File: src/rtl/perf_mon_pkg.sv
package perf_mon_pkg;

  typedef enum logic [2:0] {
    ADDR_CTRL   = 3'd0,
    ADDR_EN_SET = 3'd1,
    ADDR_EN_CLR = 3'd2,
    ADDR_SEL    = 3'd3,
    ADDR_TYPE   = 3'd4,
    ADDR_VAL    = 3'd5,
    ADDR_CYC    = 3'd6,
    ADDR_SWINC  = 3'd7
  } reg_addr_e;

  localparam int CTRL_RUN_BIT  = 0;
  localparam int CTRL_EVCL_BIT = 1;
  localparam int CTRL_CYCL_BIT = 2;
  localparam int CTRL_DIV_BIT  = 3;
  localparam int CYC_EN_BIT    = 31;

  localparam int CODE_SWINC  = 'h00;
  localparam int CODE_CYCLES = 'h11;

endpackage

File: src/rtl/perf_cycle_ctr.sv
module perf_cycle_ctr #(
  parameter int CNT_W   = 32,
  parameter int PRESC_W = 6
) (
  input  logic             clk_i,
  input  logic             rst_ni,
  input  logic             run_i,
  input  logic             div_i,
  input  logic             clr_i,
  output logic [CNT_W-1:0] cnt_o
);

  logic [PRESC_W-1:0] presc_q;
  logic [CNT_W-1:0]   cnt_q;
  logic               tick;

  assign tick  = !div_i || (&presc_q);
  assign cnt_o = cnt_q;

  always_ff @(posedge clk_i or negedge rst_ni) begin
    if (!rst_ni) begin
      presc_q <= '0;
      cnt_q   <= '0;
    end else if (clr_i) begin
      presc_q <= '0;
      cnt_q   <= '0;
    end else if (run_i) begin
      if (div_i) presc_q <= presc_q + PRESC_W'(1);
      if (tick)  cnt_q   <= cnt_q + CNT_W'(1);
    end
  end

endmodule

File: src/rtl/perf_evt_ctr.sv
module perf_evt_ctr #(
  parameter int CNT_W  = 32,
  parameter int CODE_W = 7,
  localparam int EVT_N = 2 ** CODE_W
) (
  input  logic              clk_i,
  input  logic              rst_ni,
  input  logic              run_i,
  input  logic              clr_i,
  input  logic              type_we_i,
  input  logic              val_we_i,
  input  logic [CNT_W-1:0]  wdata_i,
  input  logic              sw_inc_i,
  input  logic [EVT_N-1:0]  evt_i,
  output logic [CODE_W-1:0] code_o,
  output logic [CNT_W-1:0]  cnt_o
);
  import perf_mon_pkg::*;

  logic [CODE_W-1:0] code_q;
  logic [CNT_W-1:0]  cnt_q;
  logic              hit;

  always_comb begin
    if (code_q == CODE_W'(CODE_SWINC))       hit = sw_inc_i;
    else if (code_q == CODE_W'(CODE_CYCLES)) hit = 1'b1;
    else                                     hit = evt_i[code_q];
  end

  assign code_o = code_q;
  assign cnt_o  = cnt_q;

  always_ff @(posedge clk_i or negedge rst_ni) begin
    if (!rst_ni)        code_q <= '0;
    else if (type_we_i) code_q <= wdata_i[CODE_W-1:0];
  end

  // clear beats a direct write, which beats counting
  always_ff @(posedge clk_i or negedge rst_ni) begin
    if (!rst_ni)             cnt_q <= '0;
    else if (clr_i)          cnt_q <= '0;
    else if (val_we_i)       cnt_q <= wdata_i;
    else if (run_i && hit)   cnt_q <= cnt_q + CNT_W'(1);
  end

endmodule

File: src/rtl/perf_mon_unit.sv
module perf_mon_unit #(
  parameter int CNT_W   = 32,
  parameter int NUM_EVT = 3,
  parameter int CODE_W  = 7,
  parameter int SEL_W   = 4,
  parameter int PRESC_W = 6,
  localparam int EVT_N  = 2 ** CODE_W
) (
  input  logic              clk_i,
  input  logic              rst_ni,
  input  logic              wr_en_i,
  input  logic              rd_en_i,
  input  logic [2:0]        addr_i,
  input  logic [31:0]       wdata_i,
  output logic [31:0]       rdata_o,
  input  logic [EVT_N-1:0]  evt_i
);
  import perf_mon_pkg::*;

  logic                            glob_en_q;
  logic                            div_q;
  logic                            cyc_en_q;
  logic [NUM_EVT-1:0]              evt_en_q;
  logic [SEL_W-1:0]                sel_q;
  logic [CNT_W-1:0]                cyc_cnt;
  logic [NUM_EVT-1:0][CNT_W-1:0]   evt_cnt;
  logic [NUM_EVT-1:0][CODE_W-1:0]  evt_code;
  logic [NUM_EVT-1:0]              type_we, val_we, sw_inc;
  logic                            we_ctrl, we_set, we_clr, we_sel, we_cyc, we_inc;
  logic                            evt_clr, cyc_clr;
  logic [31:0]                     mask_rd, sel_type_rd, sel_val_rd;

  assign we_ctrl = wr_en_i && (addr_i == ADDR_CTRL);
  assign we_set  = wr_en_i && (addr_i == ADDR_EN_SET);
  assign we_clr  = wr_en_i && (addr_i == ADDR_EN_CLR);
  assign we_sel  = wr_en_i && (addr_i == ADDR_SEL);
  assign we_cyc  = wr_en_i && (addr_i == ADDR_CYC);
  assign we_inc  = wr_en_i && (addr_i == ADDR_SWINC);

  assign evt_clr = we_ctrl && wdata_i[CTRL_EVCL_BIT];
  assign cyc_clr = (we_ctrl && wdata_i[CTRL_CYCL_BIT]) || (we_cyc && (wdata_i == '0));

  always_ff @(posedge clk_i or negedge rst_ni) begin
    if (!rst_ni) begin
      glob_en_q <= 1'b0;
      div_q     <= 1'b0;
      cyc_en_q  <= 1'b0;
      evt_en_q  <= '0;
      sel_q     <= '0;
    end else begin
      if (we_ctrl) begin
        glob_en_q <= wdata_i[CTRL_RUN_BIT];
        div_q     <= wdata_i[CTRL_DIV_BIT];
      end
      if (we_set) begin
        cyc_en_q <= cyc_en_q | wdata_i[CYC_EN_BIT];
        evt_en_q <= evt_en_q | wdata_i[NUM_EVT-1:0];
      end
      if (we_clr) begin
        cyc_en_q <= cyc_en_q & ~wdata_i[CYC_EN_BIT];
        evt_en_q <= evt_en_q & ~wdata_i[NUM_EVT-1:0];
      end
      if (we_sel) sel_q <= wdata_i[SEL_W-1:0];
    end
  end

  perf_cycle_ctr #(.CNT_W(CNT_W), .PRESC_W(PRESC_W)) u_cyc (
    .clk_i  (clk_i),
    .rst_ni (rst_ni),
    .run_i  (glob_en_q && cyc_en_q),
    .div_i  (div_q),
    .clr_i  (cyc_clr),
    .cnt_o  (cyc_cnt)
  );

  for (genvar j = 0; j < NUM_EVT; j++) begin : g_evt
    assign type_we[j] = wr_en_i && (addr_i == ADDR_TYPE) && (sel_q == SEL_W'(j));
    assign val_we[j]  = wr_en_i && (addr_i == ADDR_VAL)  && (sel_q == SEL_W'(j));
    assign sw_inc[j]  = we_inc && wdata_i[j];

    perf_evt_ctr #(.CNT_W(CNT_W), .CODE_W(CODE_W)) u_evt (
      .clk_i     (clk_i),
      .rst_ni    (rst_ni),
      .run_i     (glob_en_q && evt_en_q[j]),
      .clr_i     (evt_clr),
      .type_we_i (type_we[j]),
      .val_we_i  (val_we[j]),
      .wdata_i   (wdata_i[CNT_W-1:0]),
      .sw_inc_i  (sw_inc[j]),
      .evt_i     (evt_i),
      .code_o    (evt_code[j]),
      .cnt_o     (evt_cnt[j])
    );
  end

  always_comb begin
    mask_rd = '0;
    mask_rd[CYC_EN_BIT]    = cyc_en_q;
    mask_rd[NUM_EVT-1:0]   = evt_en_q;
    sel_type_rd = '0;
    sel_val_rd  = '0;
    for (int j = 0; j < NUM_EVT; j++) begin
      if (sel_q == SEL_W'(j)) begin
        sel_type_rd = 32'(evt_code[j]);
        sel_val_rd  = 32'(evt_cnt[j]);
      end
    end
  end

  always_comb begin
    rdata_o = '0;
    if (rd_en_i) begin
      case (addr_i)
        ADDR_CTRL: begin
          rdata_o[CTRL_RUN_BIT] = glob_en_q;
          rdata_o[CTRL_DIV_BIT] = div_q;
        end
        ADDR_EN_SET, ADDR_EN_CLR: rdata_o = mask_rd;
        ADDR_SEL:                 rdata_o = 32'(sel_q);
        ADDR_TYPE:                rdata_o = sel_type_rd;
        ADDR_VAL:                 rdata_o = sel_val_rd;
        ADDR_CYC:                 rdata_o = 32'(cyc_cnt);
        default:                  rdata_o = '0;
      endcase
    end
  end

endmodule

File: config.mk
export PLATFORM = sky130hd
export DESIGN_NAME = perf_mon_unit
export DESIGN_NICKNAME = d
export VERILOG_FILES = /design/src/rtl/perf_mon_pkg.sv /design/src/rtl/perf_cycle_ctr.sv /design/src/rtl/perf_evt_ctr.sv /design/src/rtl/perf_mon_unit.sv
export SDC_FILE = /design/constraint.sdc
export NUM_CORES = 1
export LEC_CHECK = 0
export BUFFER_PORTS_ARGS = -buffer_cell sky130_fd_sc_hd__buf_2
export CORE_ASPECT_RATIO = 0.9
export CORE_UTILIZATION = 60
export CTS_CLUSTER_DIAMETER = 30
export DETAILED_ROUTE_END_ITERATION = 16
export PLACE_DENSITY_LB_ADDON = 0.2
export RECOVER_POWER = 25
export SLEW_MARGIN = 20
export SYNTH_ARGS = -nofsm -noshare
export SYNTH_HDL_FRONTEND = slang
export SYNTH_HIERARCHICAL = 1
export SYNTH_SLANG_ARGS = --single-unit
File: constraint.sdc
create_clock -name clk_i -period 3.6 [get_ports clk_i]
set_input_delay 0.54 -clock clk_i [delete_from_list [all_inputs] [get_ports clk_i]]
set_output_delay 0.54 -clock clk_i [all_outputs]
set_load 0.005 [all_outputs]
==> results.cfg <==
[final_layout]
fill_cells = 2032
area_growth_pct = 12.3
fin_nets = 1985
final_core_util_pct = 68.8
num_antenna_cells = 0
fin_area_um2 = 17400
drive_gt1_share_pct = 26.2

[clocking]
clock-sinks = 165
clk_latency_ns = 0.45
path_clk_slew_ns = 0.07
cts_tree = built
cts_hold_buf = 0
numCtsBuffers = 17
root_buffer = clkbuf_16
cts_buffer_depth = 2
ctsHtreeMaxLevel = 4

[detailed_routing]
vias = 15728
detail_route.wl_per_cell_um = 25.1
postRouteAntennaNets = 0
wirelength_um = 54300
detail_route.first_pass.iterations = 6
avgViaCountPerCell = 7.25
drt_iter0_drc = 2070
drc_errors = 0

[yosys]
netlist.area_leader.share_pct = 26.7
syn_avg_cell_area_um2 = 9.30
syn_area_um2 = 15500
ys_seq_area_share_pct = 26.7
ys.flop_type = dfrtp_1
syn-num-nets = 1836
synth_warnings = 6
synth.distinct_cells = 85
yosysMostFrequentCell = dfrtp_1
async_flop_share_pct = 100
syn_inst = 1664
ys_top_cells_by_area = dfrtp_1 27%, mux4_2 9.6%, mux4_1 4.1%
synth_edf_count = 0
synth_common_cells = 165 x dfrtp_1, 132 x nand2_1, 102 x nor2_1
yosysTopAreaCell = dfrtp_1
ys_seq_elements = 165

[floorplan]
die_area_um2 = 26400
die_h_um = 154
io_pins = 199
die_w_um = 171
core_area_um2 = 25300
initial_utilization_pct = 61.2
rows = 55

[flow_run]
drv_cap = 2

[timing]
slew_viol_final = 132
maxSlewHeadroom_pct = -25.2
hold_violations = 0
setup_tns_ns = 0
layout_setup_ws_ns = 0.126
fin_skew_ns = 0.0127
max_freq_ghz = 0.288
tightest_slew_ns = 1.88
period_minus_slack_ns = 3.47
setup_violations = 0
min_period_over_period_pct = 96.5
grt_setup_unrepaired = no

[critical_path]
crit_fanout = 9
worstPathRequired_ns = 3.93
critPathKind = flip-flop to flip-flop
worstPathArrival_ns = 3.80
worst_setup_path_end_kind = flip-flop
crit_path_start_kind = flip-flop

[place]
placed_cell_area_um2 = 16700
gp_congestion = 0.974
dp_hpwl_um = 39600
pre_cts_slack_ns = 0.0221
port_buffers = 198

[pwr]
power_switching_w = 0.00366
pwr-share-comb_pct = 43.8
p_int_w = 0.00521
power_frac_seq_pct = 34.3
p_per_area_nw_per_um2 = 511
p_sw_share_pct = 41.3
vdd_ir_drop_max_mv = 0.369
p_leak_nw = 6.91
clockPowerShare_pct = 21.9

[status]
status = complete, but fails checks
violations = max-capacitance violations, max-slew violations

[global_route]
overflow = 0
first_global_vias = 14853
grt_first_pass_wirelength_um = 84600
antenna_found_initial = 1
grt_max_degree = 70
grt_usage_pct = 41.9

[hold_path]
hp-class = input port to flip-flop
[state kept, by name (all words and copies together) (netlist names), named ones only]
register	flops
u_cyc/presc_q	6
g_evt.u_evt/code_o	21
u_cyc/cnt_o	32
sel_q	4
div_q	1
glob_en_q	1
g_evt.u_evt/cnt_o	96
[placed cells by master (no fill, tap or decap), drive strengths merged, types with 12 or more instances in the layout]
cell type  count
mux4          90
a31oi         22
nand4         40
dfrtp        165
o311a         45
nand2        132
a21oi         55
clkbuf        21
mux2i         34
o211ai        12
o21ai         64
buf          264
a22oi         21
o2111ai       32
or2           31
or3           16
a21boi        12
o31ai         22
or4           14
a311oi        19
nand3         71
inv           90
nor2         103
nor2b         19
nor4          25
and2          25
and4          26
and3          32
nor3          39
a211oi        12
xor2          22
nand2b        50
mux2          44
o31a          12
[through the flow]
step / hold WS (ns) / std cells / total power, W
floorplan: 0.244 / 1664 / 0.00565
global placement: 0.502 / 2127 / 0.00662
detailed placement: 0.524 / 2127 / 0.00674
CTS: 0.125 / 2159 / 0.00870
global route: 0.418 / 2168 / 0.00926
finish: 0.399 / 2168 / 0.00888
[path summary, 6_finish.rpt]
| check | startpoint | to | slack (ns) | cells past startpoint |
|---|---|---|---|---|
| setup reg to reg | g_evt[2].u_evt/code_o[0] | g_evt[2].u_evt/cnt_o[26] | 0.13 | 8 |
| max in group asynchronous | rst_ni | g_evt[1].u_evt/cnt_o[20] | 0.57 | 2 |
| hold / removal | wdata_i[29] | g_evt[2].u_evt/cnt_o[29] | 0.40 | 3 |
| setup / recovery | g_evt[2].u_evt/code_o[0] | g_evt[2].u_evt/cnt_o[26] | 0.13 | 8 |
| hold reg to reg | flip-flop | flip-flop | 0.53 | 2 |
| min in group asynchronous | rst_ni | u_cyc/presc_q[3] | 0.58 | 1 |
[final cells by class]
type / count / area [µm²] / share of cell area [%]
well taps: 342 / 428 / 2.46
clock inverters: 14 / 176 / 1.02
repair buffers: 267 / 1630 / 9.37
inverters: 87 / 327 / 1.88
multi-input cells: 1275 / 10200 / 59.0
flip-flops and latches: 165 / 4130 / 23.8
clock buffers: 18 / 429 / 2.47
[what timing repair did]
| item | CTS | global route |
|---|---|---|
| buffers inserted | 0 | 9 |
| gates resized for setup | 0 | 2 |
| endpoints found under the setup margin | 0 | 25 |
[worst max-delay path, cell delays in order (launching register included)]
cell and delay [ns]:
dfrtp_2 0.53, mux4_1 0.38, mux2i_1 0.10, mux2_2 0.32, a211oi_2 0.39, o311ai_4 0.21, o31ai_1 0.88, a21boi_0 0.21
o311a_1 0.34
[power groups by stage]
stage,logic [W],clock network [W],registers [W]
after global placement,0.00361,0,0.00301
after global routing,0.00413,0.00203,0.00311
after CTS,0.00374,0.00196,0.00301
after floorplan,0.00294,0,0.00271
after detailed placement,0.00371,0,0.00303
final,0.00389,0.00195,0.00304
[cells by family after synthesis]
| logic type | Yosys count | share of synthesized area, % |
|---|---|---|
| buffers and inverters | 224 | 7.26 |
| adder cells (fa/ha/maj) | 5 | 0.404 |
| AO/OA/AOI/OAI | 414 | 21.4 |
| flip-flops | 165 | 26.7 |
| multiplexers | 168 | 19.2 |
| AND/OR/NAND/NOR | 656 | 23.3 |
| XOR/XNOR | 32 | 1.81 |
[routing by layer]
layer / vias up / global-route usage, % / wire length (µm)
met3: 168 / 13.4 / 7640
li1: 6790 / - / -
met5: - / 0 / 0
met4: 0 / 14.4 / 1830
met2: 1192 / 61.0 / 23500
met1: 7578 / 58.7 / 21300
No activity file was read; power rests on OpenSTA's default activity.
